`config.mk`:
```
export PLATFORM = sky130hd
export DESIGN_NAME = burst_row_dev
export DESIGN_NICKNAME = d
export VERILOG_FILES = /design/src/rtl/burst_pkg.sv /design/src/rtl/burst_seq.sv /design/src/rtl/row_store.sv /design/src/rtl/rd_pipe.sv /design/src/rtl/burst_row_dev.sv
export SDC_FILE = /design/constraint.sdc
export NUM_CORES = 1
export LEC_CHECK = 0
export BUFFER_PORTS_ARGS = -buffer_cell sky130_fd_sc_hd__clkbuf_2
export CAP_MARGIN = 10
export CORE_ASPECT_RATIO = 0.7
export CORE_MARGIN = 2
export CORE_UTILIZATION = 45
export DETAILED_ROUTE_END_ITERATION = 12
export SLEW_MARGIN = 25
export SYNTH_ARGS = -nofsm -noshare
export SYNTH_HDL_FRONTEND = slang
export SYNTH_HIERARCHICAL = 1
export SYNTH_SLANG_ARGS = --single-unit
```
`constraint.sdc`:
```
create_clock -name clk -period 4.5 [get_ports clk]
set_clock_uncertainty 0.05 [all_clocks]
set_input_delay 0.675 -clock clk [delete_from_list [all_inputs] [get_ports clk]]
set_output_delay 0.675 -clock clk [all_outputs]
set_load 0.05 [all_outputs]
```
`src/rtl/burst_pkg.sv`:
```
`timescale 1ns/1ps
package burst_pkg;

  typedef enum logic [1:0] {
    CMD_NOP  = 2'b00,
    CMD_RD   = 2'b01,
    CMD_WR   = 2'b10,
    CMD_STOP = 2'b11
  } cmd_e;

  // burst length codes accepted by a mode load
  localparam logic [2:0] BLC_1    = 3'd0;
  localparam logic [2:0] BLC_2    = 3'd1;
  localparam logic [2:0] BLC_4    = 3'd2;
  localparam logic [2:0] BLC_8    = 3'd3;
  localparam logic [2:0] BLC_FULL = 3'd7;

  // largest latency is 3: internal stages before the output register
  localparam int CL_STAGES = 2;

endpackage

```
`src/rtl/burst_seq.sv`:
```
`timescale 1ns/1ps
module burst_seq
  import burst_pkg::*;
#(
  parameter int COL_W = 4
) (
  input  logic             clk,
  input  logic             rst_n,
  input  cmd_e             cmd,
  input  logic [COL_W-1:0] col_i,
  input  logic [COL_W-1:0] len_m1,
  input  logic             full,
  output logic             beat_v,
  output logic             beat_wr,
  output logic [COL_W-1:0] beat_col,
  output logic             busy
);

  logic             act_q, act_d;
  logic             wr_q, wr_d;
  logic [COL_W-1:0] start_q, start_d;
  logic [COL_W-1:0] k_q, k_d;
  logic             new_cmd, stop_hit, seq_en;

  assign new_cmd  = (cmd == CMD_RD) || (cmd == CMD_WR);
  assign stop_hit = (cmd == CMD_STOP) && full && act_q;
  assign seq_en   = new_cmd || act_q;
  assign busy     = act_q;

  // beat issued in the current cycle
  always_comb begin
    beat_v   = 1'b0;
    beat_wr  = wr_q;
    beat_col = col_i;
    if (new_cmd) begin
      beat_v  = 1'b1;
      beat_wr = (cmd == CMD_WR);
    end else if (act_q && !stop_hit) begin
      beat_v   = 1'b1;
      beat_col = (start_q & ~len_m1) | ((start_q + k_q) & len_m1);
    end
  end

  always_comb begin
    act_d   = act_q;
    wr_d    = wr_q;
    start_d = start_q;
    k_d     = k_q;
    if (new_cmd) begin
      act_d   = (len_m1 != '0);
      wr_d    = (cmd == CMD_WR);
      start_d = col_i;
      k_d     = COL_W'(1);
    end else if (stop_hit) begin
      act_d = 1'b0;
    end else if (act_q) begin
      if (!full && (k_q == len_m1)) act_d = 1'b0;
      k_d = k_q + COL_W'(1);
    end
  end

  always_ff @(posedge clk or negedge rst_n) begin
    if (!rst_n) begin
      act_q   <= 1'b0;
      wr_q    <= 1'b0;
      start_q <= '0;
      k_q     <= '0;
    end else if (seq_en) begin
      act_q   <= act_d;
      wr_q    <= wr_d;
      start_q <= start_d;
      k_q     <= k_d;
    end
  end

  // a bounded burst never counts past its length
  a_r3_count_bound: assert property (@(posedge clk) disable iff (!rst_n)
    (act_q && !full) |-> (k_q != '0 && k_q <= len_m1))
    else $error("R3: beat counter out of burst");

endmodule

```
`src/rtl/row_store.sv`:
```
`timescale 1ns/1ps
module row_store #(
  parameter int DW    = 8,
  parameter int COL_W = 4
) (
  input  logic             clk,
  input  logic             we,
  input  logic [COL_W-1:0] wcol,
  input  logic [DW-1:0]    wdata,
  input  logic [COL_W-1:0] rcol,
  output logic [DW-1:0]    rdata
);

  localparam int NCOL = 1 << COL_W;

  logic [DW-1:0] cells [NCOL];

  always_ff @(posedge clk) begin
    if (we) cells[wcol] <= wdata;
  end

  assign rdata = cells[rcol];

endmodule

```
`src/rtl/rd_pipe.sv`:
```
`timescale 1ns/1ps
module rd_pipe #(
  parameter int DW     = 8,
  parameter int STAGES = 2,
  localparam int TAP_W = $clog2(STAGES + 1)
) (
  input  logic             clk,
  input  logic             rst_n,
  input  logic             push,
  input  logic [DW-1:0]    push_d,
  input  logic             flush,
  input  logic             dqm,
  input  logic [TAP_W-1:0] tap,
  output logic [DW-1:0]    dq_o,
  output logic             dq_oe,
  output logic             pend
);

  logic          v   [1:STAGES];
  logic [DW-1:0] d   [1:STAGES];
  logic          v_d [1:STAGES];
  logic [DW-1:0] d_d [1:STAGES];
  logic          dqm_q, oe_q, oe_d, tap_v;
  logic [DW-1:0] o_q, tap_d;

  always_comb begin
    v_d[1] = push;
    d_d[1] = push_d;
    for (int s = 2; s <= STAGES; s++) begin
      v_d[s] = v[s-1];
      d_d[s] = d[s-1];
    end
  end

  for (genvar s = 1; s <= STAGES; s++) begin : g_stage
    always_ff @(posedge clk or negedge rst_n) begin
      if (!rst_n) begin
        v[s] <= 1'b0;
        d[s] <= '0;
      end else begin
        v[s] <= v_d[s] && !flush;
        if (v_d[s]) d[s] <= d_d[s];
      end
    end
  end

  always_comb begin
    tap_v = v[tap];
    tap_d = d[tap];
    oe_d  = tap_v && !dqm_q && !flush;
    pend  = oe_q;
    for (int s = 1; s <= STAGES; s++) pend = pend | v[s];
  end

  always_ff @(posedge clk or negedge rst_n) begin
    if (!rst_n) begin
      dqm_q <= 1'b0;
      oe_q  <= 1'b0;
      o_q   <= '0;
    end else begin
      dqm_q <= dqm;
      oe_q  <= oe_d;
      if (tap_v) o_q <= tap_d;
    end
  end

  assign dq_o  = o_q;
  assign dq_oe = oe_q;

  // the driver only turns on for a word that travelled the pipeline
  a_r5_oe_from_stage: assert property (@(posedge clk) disable iff (!rst_n)
    $rose(oe_q) |-> $past(v[1] || v[STAGES]))
    else $error("R5: enable without a pending word");

  // a write empties the pipeline and the driver
  a_r9_flush_clears: assert property (@(posedge clk) disable iff (!rst_n)
    flush |=> !pend)
    else $error("R9: read words survived a write");

endmodule

```
`src/rtl/burst_row_dev.sv`:
```
`timescale 1ns/1ps
module burst_row_dev
  import burst_pkg::*;
#(
  parameter int DW    = 8,
  parameter int COL_W = 4
) (
  input  logic             clk,
  input  logic             rst_n,
  input  logic [1:0]       cmd_i,
  input  logic [COL_W-1:0] col_i,
  input  logic             mode_ld_i,
  input  logic [2:0]       mode_bl_i,
  input  logic             mode_cl_i,
  input  logic             dqm_i,
  input  logic [DW-1:0]    dq_i,
  output logic [DW-1:0]    dq_o,
  output logic             dq_oe_o
);

  localparam int TAP_W = $clog2(CL_STAGES + 1);

  cmd_e             cmd;
  logic             beat_v, beat_wr, seq_busy, pipe_busy;
  logic [COL_W-1:0] beat_col;
  logic [DW-1:0]    rd_word;
  logic [COL_W-1:0] len_m1_q, dec_len;
  logic             full_q, cl3_q, dec_full, bl_ok, mode_en;
  logic [TAP_W-1:0] tap;

  assign cmd = cmd_e'(cmd_i);

  always_comb begin
    bl_ok    = 1'b1;
    dec_full = 1'b0;
    dec_len  = '0;
    case (mode_bl_i)
      BLC_1:    dec_len = '0;
      BLC_2:    dec_len = COL_W'(1);
      BLC_4:    dec_len = COL_W'(3);
      BLC_8:    dec_len = COL_W'(7);
      BLC_FULL: begin dec_len = '1; dec_full = 1'b1; end
      default:  bl_ok = 1'b0;
    endcase
    mode_en = mode_ld_i && bl_ok && (cmd == CMD_NOP) && !seq_busy && !pipe_busy;
  end

  always_ff @(posedge clk or negedge rst_n) begin
    if (!rst_n) begin
      len_m1_q <= '0;
      full_q   <= 1'b0;
      cl3_q    <= 1'b0;
    end else if (mode_en) begin
      len_m1_q <= dec_len;
      full_q   <= dec_full;
      cl3_q    <= mode_cl_i;
    end
  end

  assign tap = cl3_q ? TAP_W'(2) : TAP_W'(1);

  burst_seq #(.COL_W(COL_W)) u_seq (
    .clk(clk), .rst_n(rst_n), .cmd(cmd), .col_i(col_i),
    .len_m1(len_m1_q), .full(full_q),
    .beat_v(beat_v), .beat_wr(beat_wr), .beat_col(beat_col), .busy(seq_busy)
  );

  row_store #(.DW(DW), .COL_W(COL_W)) u_row (
    .clk(clk), .we(beat_v && beat_wr && !dqm_i), .wcol(beat_col),
    .wdata(dq_i), .rcol(beat_col), .rdata(rd_word)
  );

  rd_pipe #(.DW(DW), .STAGES(CL_STAGES)) u_pipe (
    .clk(clk), .rst_n(rst_n), .push(beat_v && !beat_wr), .push_d(rd_word),
    .flush(cmd == CMD_WR), .dqm(dqm_i), .tap(tap),
    .dq_o(dq_o), .dq_oe(dq_oe_o), .pend(pipe_busy)
  );

  // no read word is driven after a write command
  a_r9_quiet_after_wr: assert property (@(posedge clk) disable iff (!rst_n)
    (cmd_i == 2'b10) |=> !dq_oe_o)
    else $error("R9: output enabled after write");

  // the mode only changes from an idle state
  a_r12_mode_idle: assert property (@(posedge clk) disable iff (!rst_n)
    !$stable({len_m1_q, full_q, cl3_q}) |-> $past(!seq_busy && !pipe_busy))
    else $error("R12: mode changed during a burst");

endmodule

```
[Word level (Yosys, flattened, before mapping)]
Memory sizes are Yosys's and may differ from the RTL's. A register that Yosys moved wholly into a read port is not among the register bits.
Cells that the tools add are included.
Storage, ports and cells
  flip-flop bits (word level): 36
  memory bits (writable): 128
  output and inout bits: 9
  memories kept: 1
Cells by class
  add/sub/neg operators: 2
  magnitude comparators: 1
  eq/ne operators: 9
  multiplexer cells: 24
  bitwise logic cells: 7
  reduce and logical (&&, ||, !) cells: 33
Memories
  u_row.cells: depth 16, bits a word 8, rd ports 1, clocked after memory_dff 1, wr ports 1, line row_store.sv:16  | logic [DW-1:0] cells [NCOL];
Operators with widths (count)
  $mux 4: 5
  $bmux 8 s2: 1
  $mux 8: 2
  $pmux 4 s4: 1
  $logic_and 1x1->1: 15
  $mux 1: 13
  $logic_not 1->1: 9
  $and 4x4->4: 2
  $eq 3x2->1 const B: 2
  $reduce_or 5->1: 1
  $add 4x1->4 const B: 1
  $add 4x4->4: 1
  $eq 2x2->1 const B: 2
  $eq 4x4->1: 1
  $not 4->4: 1
  $or 4x4->4: 1
  $reduce_bool 4->1: 1
  $eq 3x1->1 const B: 1
  $eq 3x3->1 const B: 1
  $ge 3x3->1 const B: 1
  $logic_not 3->1: 1
  $not 2->3: 1
  $reduce_and 3->1: 1
  $bmux 1 s2: 1
  8 further kinds: 10

[Logic depth before layout (Yosys ltp)]
Gate-level depths: netlist (run 1).
  depth in word-level cells: 11
  gate-level depth with buffers: 11
  gate-level depth less buffers: 10

[Modules after synthesis]
The synthesis (run 1) kept the hierarchy.
Modules (own cells, without submodules)
  row_store: times used 1, cells each 221, area an instance 4987.3 µm², sequential area each 3843.7 µm²
  rd_pipe: times used 1, cells each 91, area an instance 1244.9 µm², sequential area each 700.7 µm²
  burst_seq: times used 1, cells each 71, area an instance 703.2 µm², sequential area each 250.2 µm²
  burst_row_dev: times used 1, cells each 22, area an instance 250.2 µm², sequential area each 125.1 µm²

[Worst setup path before layout (run 1)]
OpenSTA, ideal clock, no wires.
  kind: input to register
  start: in cmd_i[0]
  end: reg u_pipe/d[10] in the netlist's numbering (read register of u_row.cells)
  setup time: 125 ps
  data arrival time: 3234 ps
  data required time: 4325 ps
  setup slack: 1091 ps
  stages: 10
  cell sequence: ha_1 -> a21boi_2 -> nand2_1 -> o21ai_0 -> buf_6 -> buf_6 -> mux4_1 -> a22oi_1 -> nand2_1 -> mux2_2
Between the ends
  elaborated cells between the ends (all ways): 15
  those cells by class: 3 x eq/ne; 5 x mux; 7 x reduce/logical
RTL lines
  from (decl): line burst_row_dev.sv:10  | input logic [1:0] cmd_i,
  $eq 2x2->1: line burst_seq.sv:26  | assign stop_hit = (cmd == CMD_STOP) && full && act_q;
  $logic_and 1x1->1 (2 in series): line burst_seq.sv:26
  $logic_not 1->1: line burst_seq.sv:38  | end else if (act_q && !stop_hit) begin
  $logic_and 1x1->1: line burst_seq.sv:38
  $mux 4: line burst_seq.sv:38
  $mux 4 *: line burst_seq.sv:35  | if (new_cmd) begin
  via beat_col[0]: line burst_row_dev.sv:25  | logic [COL_W-1:0] beat_col;
  to (decl): line rd_pipe.sv:20  | logic [DW-1:0] d [1:STAGES];
Mark *: on every way through the listed nets, which the timed path passes. The rest lies on a longest branch.
A chain may end at the register's enable or synchronous reset.

[Final worst setup path (run 1)]
  start: reg u_seq.k_q[0]
  end: reg u_pipe/d[13] in the netlist's numbering (read register of u_row.cells)
Between the ends
  word-level cells in the longest chain between the ends: 5
Ends and longest elaborated chain
  from (decl): line burst_seq.sv:22  | logic [COL_W-1:0] k_q, k_d;
  from (signal assigned): line burst_seq.sv:72  | k_q <= k_d;
  $add 4x4->4: line burst_seq.sv:40  | beat_col = (start_q & ~len_m1) | ((start_q + k_q) & len_m1);
  $and 4x4->4: line burst_seq.sv:40
  $or 4x4->4: line burst_seq.sv:40
  $mux 4: line burst_seq.sv:38
  $mux 4: line burst_seq.sv:35
  via beat_col[1]: line burst_row_dev.sv:25
The timed path passes the listed nets, and every way through them passes these cells.

==> results of run 1 <==
[power by group]
part	internal (mW)	total, mW	leakage, nW	switching (mW)
sequential	1.88	2.07	1.67	0.188
combinational	0.571	1.30	1.04	0.729
clock	0.717	1.34	0.254	0.621
[cell families (layout without fill, tap and decap cells)]
kind of cell               Yosys count  after routing  synth area share
DFF                                171            171             0.685
and+or+nand+nor                     81             81            0.0630
muxes                               65             65             0.158
AOI/OAI and AO/OA                   49             49            0.0481
buffers and inverters               24             92            0.0237
xor gates and xnor gates             8              8           0.00975
adders and majority gates            7              7            0.0132
[worst max-delay path by stage]
stage                         endpoint  slack, ns  depth (start not counted)
final                     u_pipe/d[13]       0.88                         11
after global routing       u_pipe/d[8]       0.71                         10
after CTS                 u_pipe/d[13]       0.88                         11
after detailed placement  u_pipe/d[10]       0.78                         10
after global placement    u_pipe/d[10]       0.79                         10
after floorplan           u_pipe/d[10]       1.09                         10
[area by class of cell]
class / instances / area share
multi-input cells: 210 / 0.259
well taps: 200 / 0.0305
clock buffers: 18 / 0.0524
flip-flops and latches: 171 / 0.600
inverters: 6 / 0.00275
clock inverters: 14 / 0.0136
repair buffers: 54 / 0.0418
[routing by layer]
layer  track usage  up-vias
li1              -     1717
met1         0.281     2030
met2         0.254       95
met3        0.0524       10
met4        0.0509        0
met5             0        -
[Yosys cell counts, types with 2 or more instances]
| cell | count |
|---|---|
| a211oi_1 | 9 |
| a21oi_1 | 10 |
| a22oi_1 | 16 |
| and2_1 | 4 |
| and3_2 | 8 |
| buf_2 | 6 |
| buf_4 | 2 |
| buf_6 | 4 |
| clkbuf_1 | 2 |
| clkdlybuf4s25_2 | 3 |
| dfrtp_1 | 43 |
| edfxtp_1 | 128 |
| ha_1 | 6 |
| inv_1 | 6 |
| mux2_2 | 23 |
| mux2i_1 | 10 |
| mux4_1 | 14 |
| mux4_2 | 18 |
| nand2_1 | 19 |
| nand2b_1 | 4 |
| nand3_1 | 3 |
| nand3b_1 | 2 |
| nor2_1 | 17 |
| nor2b_1 | 5 |
| nor3_1 | 6 |
| o21ai_0 | 4 |
| xnor2_1 | 7 |
[metrics by stage]
step | std cells | power, mW | instance area [um^2]
after floorplan | 405 | 3.05 | 7190
final | 673 | 4.71 | 8190
after detailed placement | 641 | 3.40 | 7650
after global placement | 641 | 3.37 | 7650
after global routing | 673 | 4.92 | 8190
after CTS | 673 | 4.73 | 8190
[critical path: stages (launching register included)]
cell and delay [ns]:
dfrtp_1 0.47, ha_1 0.21, inv_1 0.05, fa_1 0.43
nand2_1 0.08, o21ai_0 0.14, o21ai_4 0.78, buf_4 0.29
mux4_2 0.33, a22oi_1 0.26, nand2_1 0.10, mux2_2 0.27
[registers in the layout, summed over array words and instances (netlist names)]
| name | flops |
|---|---|
| u_row/cells | 128 |
| u_pipe/d | 16 |
| u_pipe/dq_o | 8 |
| len_m1_q | 4 |
| u_seq/k_q | 4 |
| u_seq/start_q | 4 |
| u_pipe/v | 2 |
| cl3_q | 1 |
| u_pipe/dq_oe | 1 |
| u_pipe/dqm_q | 1 |
| u_seq/busy | 1 |
| u_seq/wr_q | 1 |
[placed cells by master (no fill, tap or decap), types with 7 or more instances in the layout]
master	synthesis	layout
a211oi_1	9	9
mux4_2	18	18
mux2_2	23	23
nor2_1	17	17
a21oi_1	10	10
nand2_1	19	19
and3_2	8	8
mux2i_1	10	10
xnor2_1	7	7
clkbuf_16	0	17
dfrtp_1	43	43
edfxtp_1	128	128
mux4_1	14	14
clkbuf_2	0	30
a22oi_1	16	16
buf_4	2	23
==> summary.txt, run 1 <==
Outcome
  • Status: finished clean

STA
  • Slew Limit Fails: 0
  • Slew HR: 0.351
  • Final setup viols: 0
  • Slew @ Worst Pin: 0.969 ns
  • Hold WS: between 0.2 and 0.3 ns
  • Final worst setup slack: 0.880 ns
  • Unrepaired setup endpoints after global routing: no
  • Post-route setup TNS: 0 ns
  • Final hold violation count: 0
  • Tcrit/Tclk final: 0.805
  • Final min period: 3.62 ns
  • Maximum clock rate: 276 MHz

Logic synthesis
  • #FFs+latches synth: about 170
  • Post-Synthesis Cells: 405
  • Net Count, Synth: 434
  • Syn_area_per_cell: 17.7 um^2
  • Post-synth top area share: 0.535
  • Ys Warns: 6
  • Top post-synthesis cells by area: edfxtp_1, dfrtp_1, mux4_2
  • Synth area leader: edfxtp_1
  • Post-synthesis cell type count: 53
  • Async set-reset flop share out of synthesis: 0.251
  • Post-synthesis sequential area ratio: 0.685
  • Post-synth EDFFs: 128
  • Primary FF master, synth: edfxtp_1
  • Cell Area, Synth: 7190 um^2

Worst setup path
  • CP Launch Type: flop
  • CP max FO: 30
  • Worst Reg-to-Reg Cells: 11
  • Worst R2R Setup Slack: 0.88 ns
  • Crit path DAT: 3.87 ns
  • Worst setup path start: u_seq/k_q[0]
  • Critical path type: flop to flop
  • CP Capture Type: flop
  • Reg2reg end: u_pipe/d[13]
  • Reg2reg start: u_seq/k_q[0]
  • Critical Path RT: 4.75 ns

Detailed routing
  • Total Wirelength: 14800 um
  • Highest metal used: met4
  • Residual DRC: 0
  • Vias: 3852
  • Met3 wire length: slightly below 1000 um
  • Drt wl/cell: roughly 22 um
  • Initial DRC count: 291
  • Post-DRT Antenna Nets: 0
  • Met1 wire length: 7160 um
  • Met2 WL: 6530 um
  • 1st-pass router iterations: 4
  • Vias/cell: 5.72

Placed design
  • Routability cong.: roughly 0.78
  • Post-place setup slack: 0.783 ns
  • PortBufs: 30
  • Dpl hpwl: 9790 um

Global routing
  • Initial antenna violation count: 0
  • Largest net degree at the start of global routing: 44
  • First-pass GRT wire length: between 20000 and 25000 um
  • Vias in the first global route: 3638
  • Gr usage total: 0.183
  • Congestion Overflow GR: 0

Clock network
  • H-tree depth: 4
  • Post-CTS sizing: 0
  • Max Root-Sink Buffers: 2
  • Postcts setup bufs: 0
  • CTS tree: built
  • Clock sink count: 171
  • Clock-pin slew on the worst setup and hold paths: 0.07 ns
  • Clock Latency Late Sink: about 0.42 ns
  • Clk root buf: clkbuf_16
  • Clock buffer count from CTS: 17
  • CTS Hold Bufs: 0

Floorplanning
  • Core area: 15500 um^2
  • Die area: ~17000 um^2
  • # rows: 38
  • Initial core utilization: 0.462
  • Die height: 110 um
  • Ports: 31
  • Die width: 155 um

Worst hold path
  • Hold Path Class: input pin to asynchronous set/reset pin

Layout
  • Final Util: 0.527
  • Multi-input gate area: 2120 um^2
  • # nets final: 489
  • Final-layout fill cell count: 1283
  • FF+latch area: 4920 um^2
  • Area Growth Syn to Fin: 14.0%
  • Antenna diodes: 0
  • Layout cells sized above 1: 0.304

Pwr
  • P per Cell Area: 574 nW/um^2
  • Leak pwr: about 3.0 nW
  • Max IR drop VDD: 0.282 mV

Flow run
  • Max cap viols: 0
Note: power is estimated with default switching activity, not from simulation.
==> inputs of run 2 (changes only) <==
clock period = 3.6 ns   (was 4.5 ns; I/O delays follow)
==> run 2 against run 1 <==
Net effect:
- non-clock buffer count rose by 8
- die area unchanged
- critical path depth decreased by 2
- setup slack got worse by 0.58 ns
- combinational power increased by 26%
- clock-buffer cell count is 7 higher
- critical endpoint is now u_pipe/d[8]
- fmax rose by 9.7%
- flip-flop and latch count stayed put
- register-to-register slack got worse by 0.58 ns
- largest cell class unchanged
- clock power up 30%
- hold slack worse by 0.085 ns
==> summary.txt, run 2 (same netlist as run 1, synthesis figures left out) <==
Floorplanning
  • Ports: 31 (unchanged)
  • # rows: 38 (unchanged)
  • Core area: 15500 um^2 (unchanged)
  • Die height: 110 um (unchanged)
  • Die width: 155 um (unchanged)
  • Die area: 17000 um^2 (unchanged)
  • Initial core utilization: 0.462 (unchanged)

Layout
  • # nets final: 497 (+1.6%)
  • Antenna diodes: 0 (unchanged)
  • Area Growth Syn to Fin: 15.5%
  • Biggest register: u_row/cells
  • Finished Layout Cells: 681 (+1.2%)
  • Commonest non-fill, non-tap cell in the layout: edfxtp_1
  • Commonest cells after routing, fill and taps aside: edfxtp_1, dfrtp_1, buf_4, clkbuf_2, mux2_2
  • Layout cells sized above 1: 0.314 (+0.00949)
  • Largest register FFs: 128 (unchanged)

Flow run
  • Max cap viols: 0 (unchanged)

Global routing
  • First-pass GRT wire length: 22300 um (+0.31%)
  • Largest net degree at the start of global routing: 37 (-16%)
  • Vias in the first global route: 3676 (+1.0%)
  • Congestion Overflow GR: 0 (unchanged)
  • Initial antenna violation count: 0 (unchanged)
  • Gr usage total: 0.181 (-0.00151)

STA
  • Final min period: 3.30 ns (-0.320 ns)
  • Final setup viols: 0 (unchanged)
  • Final hold violation count: 0 (unchanged)
  • Slew Limit Fails: 0 (unchanged)
  • Slew @ Worst Pin: 0.864 ns (-0.105 ns)
  • Hold WS: 0.190 ns (-0.0846 ns)
  • Maximum clock rate: 303 MHz (+9.7%)
  • Tcrit/Tclk final: 0.917 (+0.112)
  • Unrepaired setup endpoints after global routing: no
  • Slew HR: 0.424 (+0.0727)
  • Post-route setup TNS: 0 ns (unchanged)

Worst setup path
  • CP Capture Type: flop
  • Reg2reg end: u_pipe/d[8]
  • Critical path type: flop to flop
  • Critical Path RT: 3.85 ns (-0.90 ns)
  • Crit path DAT: 3.55 ns (-0.32 ns)
  • Reg2reg start: u_seq/k_q[2]
  • Worst setup path start: u_seq/k_q[2]
  • CP Launch Type: flop
  • CP max FO: 8 (-73%)
  • Worst Reg-to-Reg Cells: 9 (-2)
  • Worst R2R Setup Slack: 0.30 ns (-0.58 ns)

Clock network
  • H-tree depth: 4 (unchanged)
  • CTS tree: built
  • CTS Hold Bufs: 0 (unchanged)
  • Clock-pin slew on the worst setup and hold paths: 0.07 ns (about the same)
  • Clock Latency Late Sink: 0.41 ns (about the same)
  • Clock sink count: 171 (unchanged)
  • Max Root-Sink Buffers: 2 (unchanged)
  • Clock buffer count from CTS: 17 (unchanged)
  • Postcts setup bufs: 0 (unchanged)
  • Post-CTS sizing: 0 (unchanged)
  • Clk root buf: clkbuf_16

Outcome
  • Status: finished clean

Detailed routing
  • Post-DRT Antenna Nets: 0 (unchanged)
  • Residual DRC: 0 (unchanged)
  • Drt wl/cell: 21.5 um (-2.2%)
  • Vias: 3891 (+1.0%)
  • Vias/cell: 5.71 (-0.17%)
  • Total Wirelength: 14700 um (-1.0%)
  • 1st-pass router iterations: 5 (+1)
  • Initial DRC count: 364 (+25%)

Placed design
  • Dpl hpwl: 9900 um (+1.1%)
  • PortBufs: 30 (unchanged)
  • Routability cong.: 0.781 (+0.66%)
  • Placed cells: 649 (+1.2%)

Pwr
  • Leak pwr: 3.05 nW (+2.7%)
  • P per Cell Area: 718 nW/um^2 (+25%)
  • Total power: 5.95 mW (+27%)
  • Max IR drop VDD: 0.303 mV (+7.3%)

Worst hold path
  • Hold Path Class: input pin to asynchronous set/reset pin
[run 2: critical path, cell delays in order, from the launching register on]
cell      delay, ns
dfrtp_1        0.43
ha_1           0.34
a21oi_1        0.24
a21boi_1       0.14
or4_1          0.48
a31oi_1        0.46
and2b_1        0.36
a22oi_1        0.26
nand2_1        0.13
mux2_2         0.27
[run 2: routing by layer]
metal  part of all wire  global-route usage  vias to the layer above
li1                   -                   -                     1743
met1               0.51               0.284                     2044
met2               0.44               0.259                       93
met3              0.044              0.0386                       11
met4             0.0082              0.0437                        0
met5                  0                   0                        -
[run 2: where the power goes]
group          internal, mW  leakage, nW  total, mW  switching (mW)
Sequential             2.35         1.67       2.57           0.221
Combinational         0.734         1.09       1.64           0.905
Clock                  1.02        0.287       1.74           0.727
Total                  4.10         3.05       5.95            1.85
[run 2: worst max path at each step]
stage                        endpoint  slack, ns
finish                    u_pipe/d[8]       0.30
detailed placement        u_pipe/d[8]       0.28
global placement          u_pipe/d[8]       0.32
global route        u_row/cells[8][0]       0.11
CTS                      u_pipe/d[13]       0.32
floorplan                u_pipe/d[10]       0.33
[run 2: cell type report]
class	instances	area (um^2)
Inverter	6	22.5
Sequential cell	171	4920
Fill cell	1237	7250
Tap cell	200	250
Timing Repair Buffer	62	415
Clock inverter	7	48.8
Clock buffer	25	522
Multi-Input combinational cell	210	2120
[run 2: stage by stage]
| stage | util | area, um^2 | setup slack [ns] |
|---|---|---|---|
| after floorplan | - | 7190 | 0.326 |
| after global placement | 0.497 | 7730 | 0.325 |
| after detailed placement | 0.497 | 7730 | 0.284 |
| after CTS | 0.534 | 8300 | 0.319 |
| after global routing | 0.534 | 8300 | 0.106 |
| final | 0.534 | 8300 | 0.300 |
